$ cat src/rtl/cct_pkg.sv
// Package: shared types and helpers for the card cycle timing sequencer.
// Assumes phase lengths are unsigned clock counts of CCT_CNT_W bits.
package cct_pkg;
    localparam int CCT_CNT_W = 8;

    typedef logic [CCT_CNT_W-1:0] cct_len_t;

    // One timing set: a length for each of the three phases.
    typedef struct packed {
        cct_len_t setup_len;
        cct_len_t cmd_len;
        cct_len_t rec_len;
    } cct_timing_t;

    typedef enum logic [1:0] {
        FLD_SETUP = 2'd0,
        FLD_CMD   = 2'd1,
        FLD_REC   = 2'd2,
        FLD_NONE  = 2'd3
    } cct_field_t;

    typedef enum logic [2:0] {
        PH_IDLE  = 3'd0,
        PH_SETUP = 3'd1,
        PH_CMD   = 3'd2,
        PH_REC   = 3'd3,
        PH_DONE  = 3'd4
    } cct_phase_t;

    // Map a zero length onto one clock.
    function automatic cct_len_t cct_norm(input cct_len_t v);
        return (v == '0) ? cct_len_t'(1) : v;
    endfunction

    // Default set for index idx: each higher set adds step command clocks.
    function automatic cct_timing_t cct_default(input int idx, input int s,
                                                input int c, input int r,
                                                input int step);
        cct_timing_t t;
        t.setup_len = cct_len_t'(s);
        t.cmd_len   = cct_len_t'(c + idx * step);
        t.rec_len   = cct_len_t'(r);
        return t;
    endfunction
endpackage

$ cat src/rtl/cct_pg_edge.sv
// Module: resynchronises the power-good level to the bus clock and emits a
// one-clock pulse on its rising edge. Assumes pwr_good is asynchronous.
module cct_pg_edge #(
    parameter int SYNC_STAGES = 2
) (
    input  logic clk,
    input  logic rst_n,
    input  logic pg_in,
    output logic pg_rise
);
    logic [SYNC_STAGES-1:0] sync_q;
    logic                   last_q;

    // Shift the level through the synchroniser chain.
    always_ff @(posedge clk) begin
        if (!rst_n) begin
            sync_q <= '0;
        end else begin
            sync_q <= {sync_q[SYNC_STAGES-2:0], pg_in};
        end
    end

    // Remember the previous synchronised level for edge detection.
    always_ff @(posedge clk) begin
        if (!rst_n) begin
            last_q <= 1'b0;
        end else begin
            last_q <= sync_q[SYNC_STAGES-1];
        end
    end

    assign pg_rise = sync_q[SYNC_STAGES-1] & ~last_q;
endmodule

$ cat src/rtl/cct_timing_regs.sv
// Module: holds NUM_SETS timing sets, written one field at a time and
// reloaded with compatibility defaults on load_dflt. A reload takes priority
// over a write in the same clock. Writes to an absent set or field are dropped.
module cct_timing_regs
    import cct_pkg::*;
#(
    parameter int NUM_SETS  = 2,
    parameter int DEF_SETUP = 1,
    parameter int DEF_CMD   = 3,
    parameter int DEF_REC   = 1,
    parameter int WAIT_STEP = 1,
    localparam int SET_W    = (NUM_SETS > 1) ? $clog2(NUM_SETS) : 1
) (
    input  logic                 clk,
    input  logic                 rst_n,
    input  logic                 load_dflt,
    input  logic                 wr_en,
    input  logic [SET_W-1:0]     wr_set,
    input  logic [1:0]           wr_field,
    input  cct_len_t             wr_data,
    output cct_timing_t          sets_q [NUM_SETS]
);
    for (genvar g = 0; g < NUM_SETS; g++) begin : g_set
        localparam cct_timing_t DFLT =
            cct_default(g, DEF_SETUP, DEF_CMD, DEF_REC, WAIT_STEP);
        logic hit;
        assign hit = wr_en && (int'(wr_set) == g);

        // Hold one timing set: defaults on reset or reload, else field writes.
        always_ff @(posedge clk) begin
            if (!rst_n) begin
                sets_q[g] <= DFLT;
            end else if (load_dflt) begin
                sets_q[g] <= DFLT;
            end else if (hit) begin
                case (cct_field_t'(wr_field))
                    FLD_SETUP: sets_q[g].setup_len <= wr_data;
                    FLD_CMD:   sets_q[g].cmd_len   <= wr_data;
                    FLD_REC:   sets_q[g].rec_len   <= wr_data;
                    default:   ;
                endcase
            end
        end
    end
endmodule

$ cat src/rtl/cct_phase_fsm.sv
// Module: runs one access through setup, command and recovery, then a done
// clock. Phase lengths and the window type are captured at the start request,
// so later register writes cannot disturb a running access. Starts are only
// sampled while idle.
module cct_phase_fsm
    import cct_pkg::*;
(
    input  logic        clk,
    input  logic        rst_n,
    input  logic        start,
    input  logic        win_is_io,
    input  cct_timing_t sel_timing,
    input  logic        card_wait,
    output logic        io_strobe,
    output logic        mem_strobe,
    output logic        busy,
    output logic        done
);
    cct_phase_t phase_q;
    cct_len_t   cnt_q;
    cct_len_t   cmd_len_q;
    cct_len_t   rec_len_q;
    logic       is_io_q;
    logic       last_clk;

    assign last_clk = (cnt_q == cct_len_t'(1));

    // Advance the phase and its clock counter.
    always_ff @(posedge clk) begin
        if (!rst_n) begin
            phase_q <= PH_IDLE;
            cnt_q   <= '0;
        end else begin
            case (phase_q)
                PH_IDLE: begin
                    if (start) begin
                        phase_q <= PH_SETUP;
                        cnt_q   <= cct_norm(sel_timing.setup_len);
                    end
                end
                PH_SETUP: begin
                    if (last_clk) begin
                        phase_q <= PH_CMD;
                        cnt_q   <= cmd_len_q;
                    end else begin
                        cnt_q <= cnt_q - 1'b1;
                    end
                end
                PH_CMD: begin
                    if (last_clk) begin
                        if (!card_wait) begin
                            phase_q <= PH_REC;
                            cnt_q   <= rec_len_q;
                        end
                    end else begin
                        cnt_q <= cnt_q - 1'b1;
                    end
                end
                PH_REC: begin
                    if (last_clk) begin
                        phase_q <= PH_DONE;
                    end else begin
                        cnt_q <= cnt_q - 1'b1;
                    end
                end
                default: begin
                    phase_q <= PH_IDLE;
                end
            endcase
        end
    end

    // Capture the later phase lengths and window type at acceptance.
    always_ff @(posedge clk) begin
        if (!rst_n) begin
            cmd_len_q <= cct_len_t'(1);
            rec_len_q <= cct_len_t'(1);
            is_io_q   <= 1'b0;
        end else if (phase_q == PH_IDLE && start) begin
            cmd_len_q <= cct_norm(sel_timing.cmd_len);
            rec_len_q <= cct_norm(sel_timing.rec_len);
            is_io_q   <= win_is_io;
        end
    end

    assign io_strobe  = (phase_q == PH_CMD) &&  is_io_q;
    assign mem_strobe = (phase_q == PH_CMD) && !is_io_q;
    assign busy       = (phase_q != PH_IDLE);
    assign done       = (phase_q == PH_DONE);
endmodule

$ cat src/rtl/card_cycle_timer.sv
// Module: top of the card cycle timing sequencer. Detects power-good rise,
// holds the timing sets, picks the set named by the requesting window and
// runs the phase sequencer. Assumes all inputs except pwr_good are
// synchronous to clk.
module card_cycle_timer
    import cct_pkg::*;
#(
    parameter int NUM_SETS    = 2,
    parameter int DEF_SETUP   = 1,
    parameter int DEF_CMD     = 3,
    parameter int DEF_REC     = 1,
    parameter int WAIT_STEP   = 1,
    parameter int SYNC_STAGES = 2,
    localparam int SET_W      = (NUM_SETS > 1) ? $clog2(NUM_SETS) : 1
) (
    input  logic             clk,
    input  logic             rst_n,
    input  logic             pwr_good,
    input  logic             start,
    input  logic             win_is_io,
    input  logic [SET_W-1:0] win_set_sel,
    input  logic             card_wait,
    input  logic             reg_wr_en,
    input  logic [SET_W-1:0] reg_wr_set,
    input  logic [1:0]       reg_wr_field,
    input  logic [7:0]       reg_wr_data,
    output logic             io_strobe,
    output logic             mem_strobe,
    output logic             busy,
    output logic             done
);
    logic        pg_rise;
    cct_timing_t sets_q [NUM_SETS];
    cct_timing_t sel_timing;

    cct_pg_edge #(.SYNC_STAGES(SYNC_STAGES)) u_pg (
        .clk     (clk),
        .rst_n   (rst_n),
        .pg_in   (pwr_good),
        .pg_rise (pg_rise)
    );

    cct_timing_regs #(
        .NUM_SETS  (NUM_SETS),
        .DEF_SETUP (DEF_SETUP),
        .DEF_CMD   (DEF_CMD),
        .DEF_REC   (DEF_REC),
        .WAIT_STEP (WAIT_STEP)
    ) u_regs (
        .clk       (clk),
        .rst_n     (rst_n),
        .load_dflt (pg_rise),
        .wr_en     (reg_wr_en),
        .wr_set    (reg_wr_set),
        .wr_field  (reg_wr_field),
        .wr_data   (cct_len_t'(reg_wr_data)),
        .sets_q    (sets_q)
    );

    // Select the timing set named by the requesting window.
    always_comb begin
        sel_timing = sets_q[0];
        for (int i = 0; i < NUM_SETS; i++) begin
            if (int'(win_set_sel) == i) sel_timing = sets_q[i];
        end
    end

    cct_phase_fsm u_fsm (
        .clk        (clk),
        .rst_n      (rst_n),
        .start      (start),
        .win_is_io  (win_is_io),
        .sel_timing (sel_timing),
        .card_wait  (card_wait),
        .io_strobe  (io_strobe),
        .mem_strobe (mem_strobe),
        .busy       (busy),
        .done       (done)
    );
endmodule

$ cat config.mk
export PLATFORM = sky130hd
export DESIGN_NAME = card_cycle_timer
export DESIGN_NICKNAME = d
export VERILOG_FILES = /design/src/rtl/cct_pkg.sv /design/src/rtl/cct_pg_edge.sv /design/src/rtl/cct_timing_regs.sv /design/src/rtl/cct_phase_fsm.sv /design/src/rtl/card_cycle_timer.sv
export SDC_FILE = /design/constraint.sdc
export NUM_CORES = 1
export LEC_CHECK = 0
export ABC_CLOCK_PERIOD_IN_PS = 5400
export BUFFER_PORTS_ARGS = -buffer_cell sky130_fd_sc_hd__buf_2
export CAP_MARGIN = 20
export CORE_AREA = 2 2 66 115
export CTS_BUF_LIST = sky130_fd_sc_hd__clkbuf_4 sky130_fd_sc_hd__clkbuf_8
export CTS_CLUSTER_SIZE = 10
export DETAILED_ROUTE_END_ITERATION = 8
export DIE_AREA = 0 0 68 117
export PLACE_DENSITY = 0.87
export SYNTH_ARGS = -nofsm -noshare
export SYNTH_HDL_FRONTEND = slang
export SYNTH_HIERARCHICAL = 1
export SYNTH_SLANG_ARGS = --single-unit
$ cat constraint.sdc
create_clock -name clk -period 5.4 [get_ports clk]
set_input_delay 1.08 -clock clk [delete_from_list [all_inputs] [get_ports clk]]
set_output_delay 1.08 -clock clk [all_outputs]
set_load 0.01 [all_outputs]
==> flow_metrics.tcl <==
set metrics [dict create \
    dp.cells 500 \
    status "complete, no violations" \
    cts_tree "yes" \
    synthToLayoutAreaGrowth_pct 5.130 \
    synthSimpleGateAreaFrac_pct 24.05 \
    ys_ff_latch 79 \
    p_per_area_nw_per_um2 303.3 \
    ios 23 \
    rsz0062_at_grt "no" \
    fin_util_pct 62.65 \
    ir_drop_v 0.0003561 \
    synth_flop_cell "dfxtp_1" \
    first_global_vias 3165 \
    clock_skew_ns 0.003759 \
    critPathMaxStageDelay_ns 0.58 \
    grt_pass1_wl_mm 15.04 \
    yosysWarnings 6 \
    reg2regPathDepth 4 \
    syn_area_sq_um 4219 \
    seq_area_frac_synth_pct 37.49 \
    finalHoldViolations 0 \
    ys_top_cells_by_area "dfxtp_1 (37%), mux2i_1 (11%), nand3b_1 (8.7%)" \
    final_cells 515 \
    worstSkewPairLatency_ns 0.35 \
    finalSetupTns_ns 0 \
    cts_resized 0 \
    synth-xor-area-share_pct 0.8304 \
    setup_viol 0 \
    timing.rr.start "u_fsm/phase_q[0]$_SDFFE_PN0P_" \
    worstHoldStart "u_pg/sync_q[0]$_SDFF_PN0_" \
    synth_top_family_by_area "simple AND/OR/NAND/NOR gates" \
    avgSynthCellArea_sq_um 9.858 \
    crit_arrival_ns 3.09 \
    critical_path_class "primary input to register" \
    finalWirelength_mm 9.292 \
    nets 446 \
    track_usage_pct 25.29 \
    overflow 0 \
    r2r_slack_ns 3.38 \
    initial_core_util_pct 59.60 \
    route.detailed.drc 0 \
    synth_edf_count 0 \
    fp.coreArea_sq_um 7079 \
    min_path_type "register to register" \
    syn_inst 428 \
    period_share_pct 52.43 \
    worstReg2RegEnd "u_fsm/cnt_q[6]$_SDFFE_PN0P_" \
    critPathBufInv 1 \
    cp_top_family "simple AND/OR/NAND/NOR gates" \
    yosys-top-cells-count "dfxtp_1 (79), nand3b_1 (49), mux2i_1 (48)" \
    vias 3210 \
    slowest_stage "buf_2" \
    crit_path_max_fanout 24 \
    wl_per_cell_um 18.04 \
    placementRows 41 \
    htree_levels 3 \
    syn_nets 449 \
    cp.required_ns 5.66 \
    synthMuxAreaShare_pct 19.57 \
    drtPass1Iterations 4 \
    clock_sinks 79 \
    cts.clk_slew.worst_paths_ns 0.07 \
    async_reset_ff_share_pct 0 \
    cap_violations 0 \
    placed_area_sq_um 4239 \
    cts_buffers 9 \
    slew_viol_final 0 \
    yosys.area.top_type "dfxtp_1" \
    synth_cell_types 65 \
    finalInstanceArea_sq_um 4436 \
    synth_compound_area_share_pct 11.74 \
    cts_setup_buffers 0 \
    die_y_um 117 \
    port_buffers 22 \
    drtIter0Drc 223 \
    whs_endpoint "u_pg/sync_q[1]$_SDFF_PN0_" \
    dp_slack_ns 2.212 \
    antenna_found_initial 0 \
    vias_per_cell 6.233 \
    period_needed_ns 2.831 \
    drive_above_1_share_pct 17.48 \
    worstMarginPinSlew_ns 0.9487 \
    fp.dieW_um 68 \
    gp_congestion 0.8971 \
    synth.most_common_cell "dfxtp_1" \
    max_freq_mhz 353.2 \
    ant_nets 0 \
    hold_depth 1 \
    antenna_cells 0 \
    layout_setup_ws_ns 2.569 \
    power.static_leakage_nw 1.841 \
    ctsHoldBuffers 0 \
    die_area_sq_um 7956 \
    cp-end-kind "register" \
    hpwl_mm 6.465 \
    grt_max_degree 60 \
    cts_root_buffer "clkbuf_8" \
    clk_path_buf_depth 2 \
    startpoint_type "primary input" \
    synth.top_cell.area_share_pct 37.49 \
    cp_cell_sequence "buf_2 -> mux2_2 -> or4_1 -> nor4_1 -> o31ai_1 -> o41ai_2" \
    yosys.area_share.adder_pct 0.5931 \
    relSlewSlack_pct 36.62 \
]
[through the flow]
step / hold slack (ns) / power (mW)
global route: 0.4562 / 1.403
finish: 0.4481 / 1.345
detailed placement: 0.4271 / 0.9152
CTS: 0.4493 / 1.355
floorplan: 0.4057 / 0.8635
global placement: 0.4151 / 0.9085
[layout make-up]
type                            instances  area, sq um
Tap cell                               86        107.6
Clock inverter                          4        45.04
Timing Repair Buffer                   24        125.1
Fill cell                             595         2644
Sequential cell                        79         1582
Inverter                                6        22.52
Multi-Input combinational cell        305         2402
Clock buffer                           11        151.4
[layer usage]
layer	global-route usage, %	routed length (um)	vias up
met2	45.11	4942	83
met4	11.47	335	0
met1	28.16	3677	1551
li1	-	-	1549
met5	0	0	-
met3	4.876	335	27
[logic make-up after synthesis]
group / after synthesis
xor+xnor: 4
flops: 79
buf+inv: 44
fa+ha+maj: 2
simple gates: 158
mux: 72
compound gates: 69
[state kept, by name, indices dropped and copies added, names as in the netlist]
name / count
u_regs/sets_q: 48
u_fsm/cmd_len_q: 8
u_fsm/cnt_q: 8
u_fsm/rec_len_q: 8
u_fsm/phase_q: 3
u_pg/sync_q: 2
u_fsm/is_io_q: 1
u_pg/last_q: 1
[power breakdown]
part / switching, mW / internal, mW / leakage (nW)
clock: 0.205 / 0.234 / 0.105
combinational: 0.159 / 0.110 / 1.10
sequential: 0.0320 / 0.606 / 0.641
[worst max path at each step]
stage	slack (ns)	to	from	cells past startpoint
after global placement	2.27	u_fsm/cnt_q[0]$_SDFFE_PN0P_	win_set_sel	6
final	2.57	u_fsm/cnt_q[0]$_SDFFE_PN0P_	win_set_sel	6
after detailed placement	2.21	u_fsm/cnt_q[0]$_SDFFE_PN0P_	win_set_sel	6
after floorplan	2.73	u_fsm/cnt_q[0]$_SDFFE_PN0P_	win_set_sel	7
after CTS	2.60	u_fsm/cnt_q[0]$_SDFFE_PN0P_	win_set_sel	6
after global routing	2.48	u_fsm/cnt_q[0]$_SDFFE_PN0P_	win_set_sel	6
[layout by cell type (no fill, tap or decap), types with 3 or more instances in the layout]
cell      netlist  routed
or4_1           3       3
nor2_1          6       6
mux2_2          4       4
clkinv_2        0       3
clkbuf_8        0      11
a221oi_1        4       4
o21ai_1         3       3
nand3_1         4       4
o211ai_1        6       6
a21oi_1        22      22
inv_1           5       5
nor2b_1         5       5
buf_2          11      22
nand2b_1        4       4
nor3_1          6       6
nand3b_1       49      49
o21ai_0         8       8
and2_1          4       4
mux2_4         20      20
a22o_1          4       4
nor3b_1        12      12
nand2_1        39      39
nor4_1          6       6
o31ai_1         3       3
mux2i_1        48      48
dfxtp_1        79      79
No activity file was read; power rests on OpenSTA's default activity.
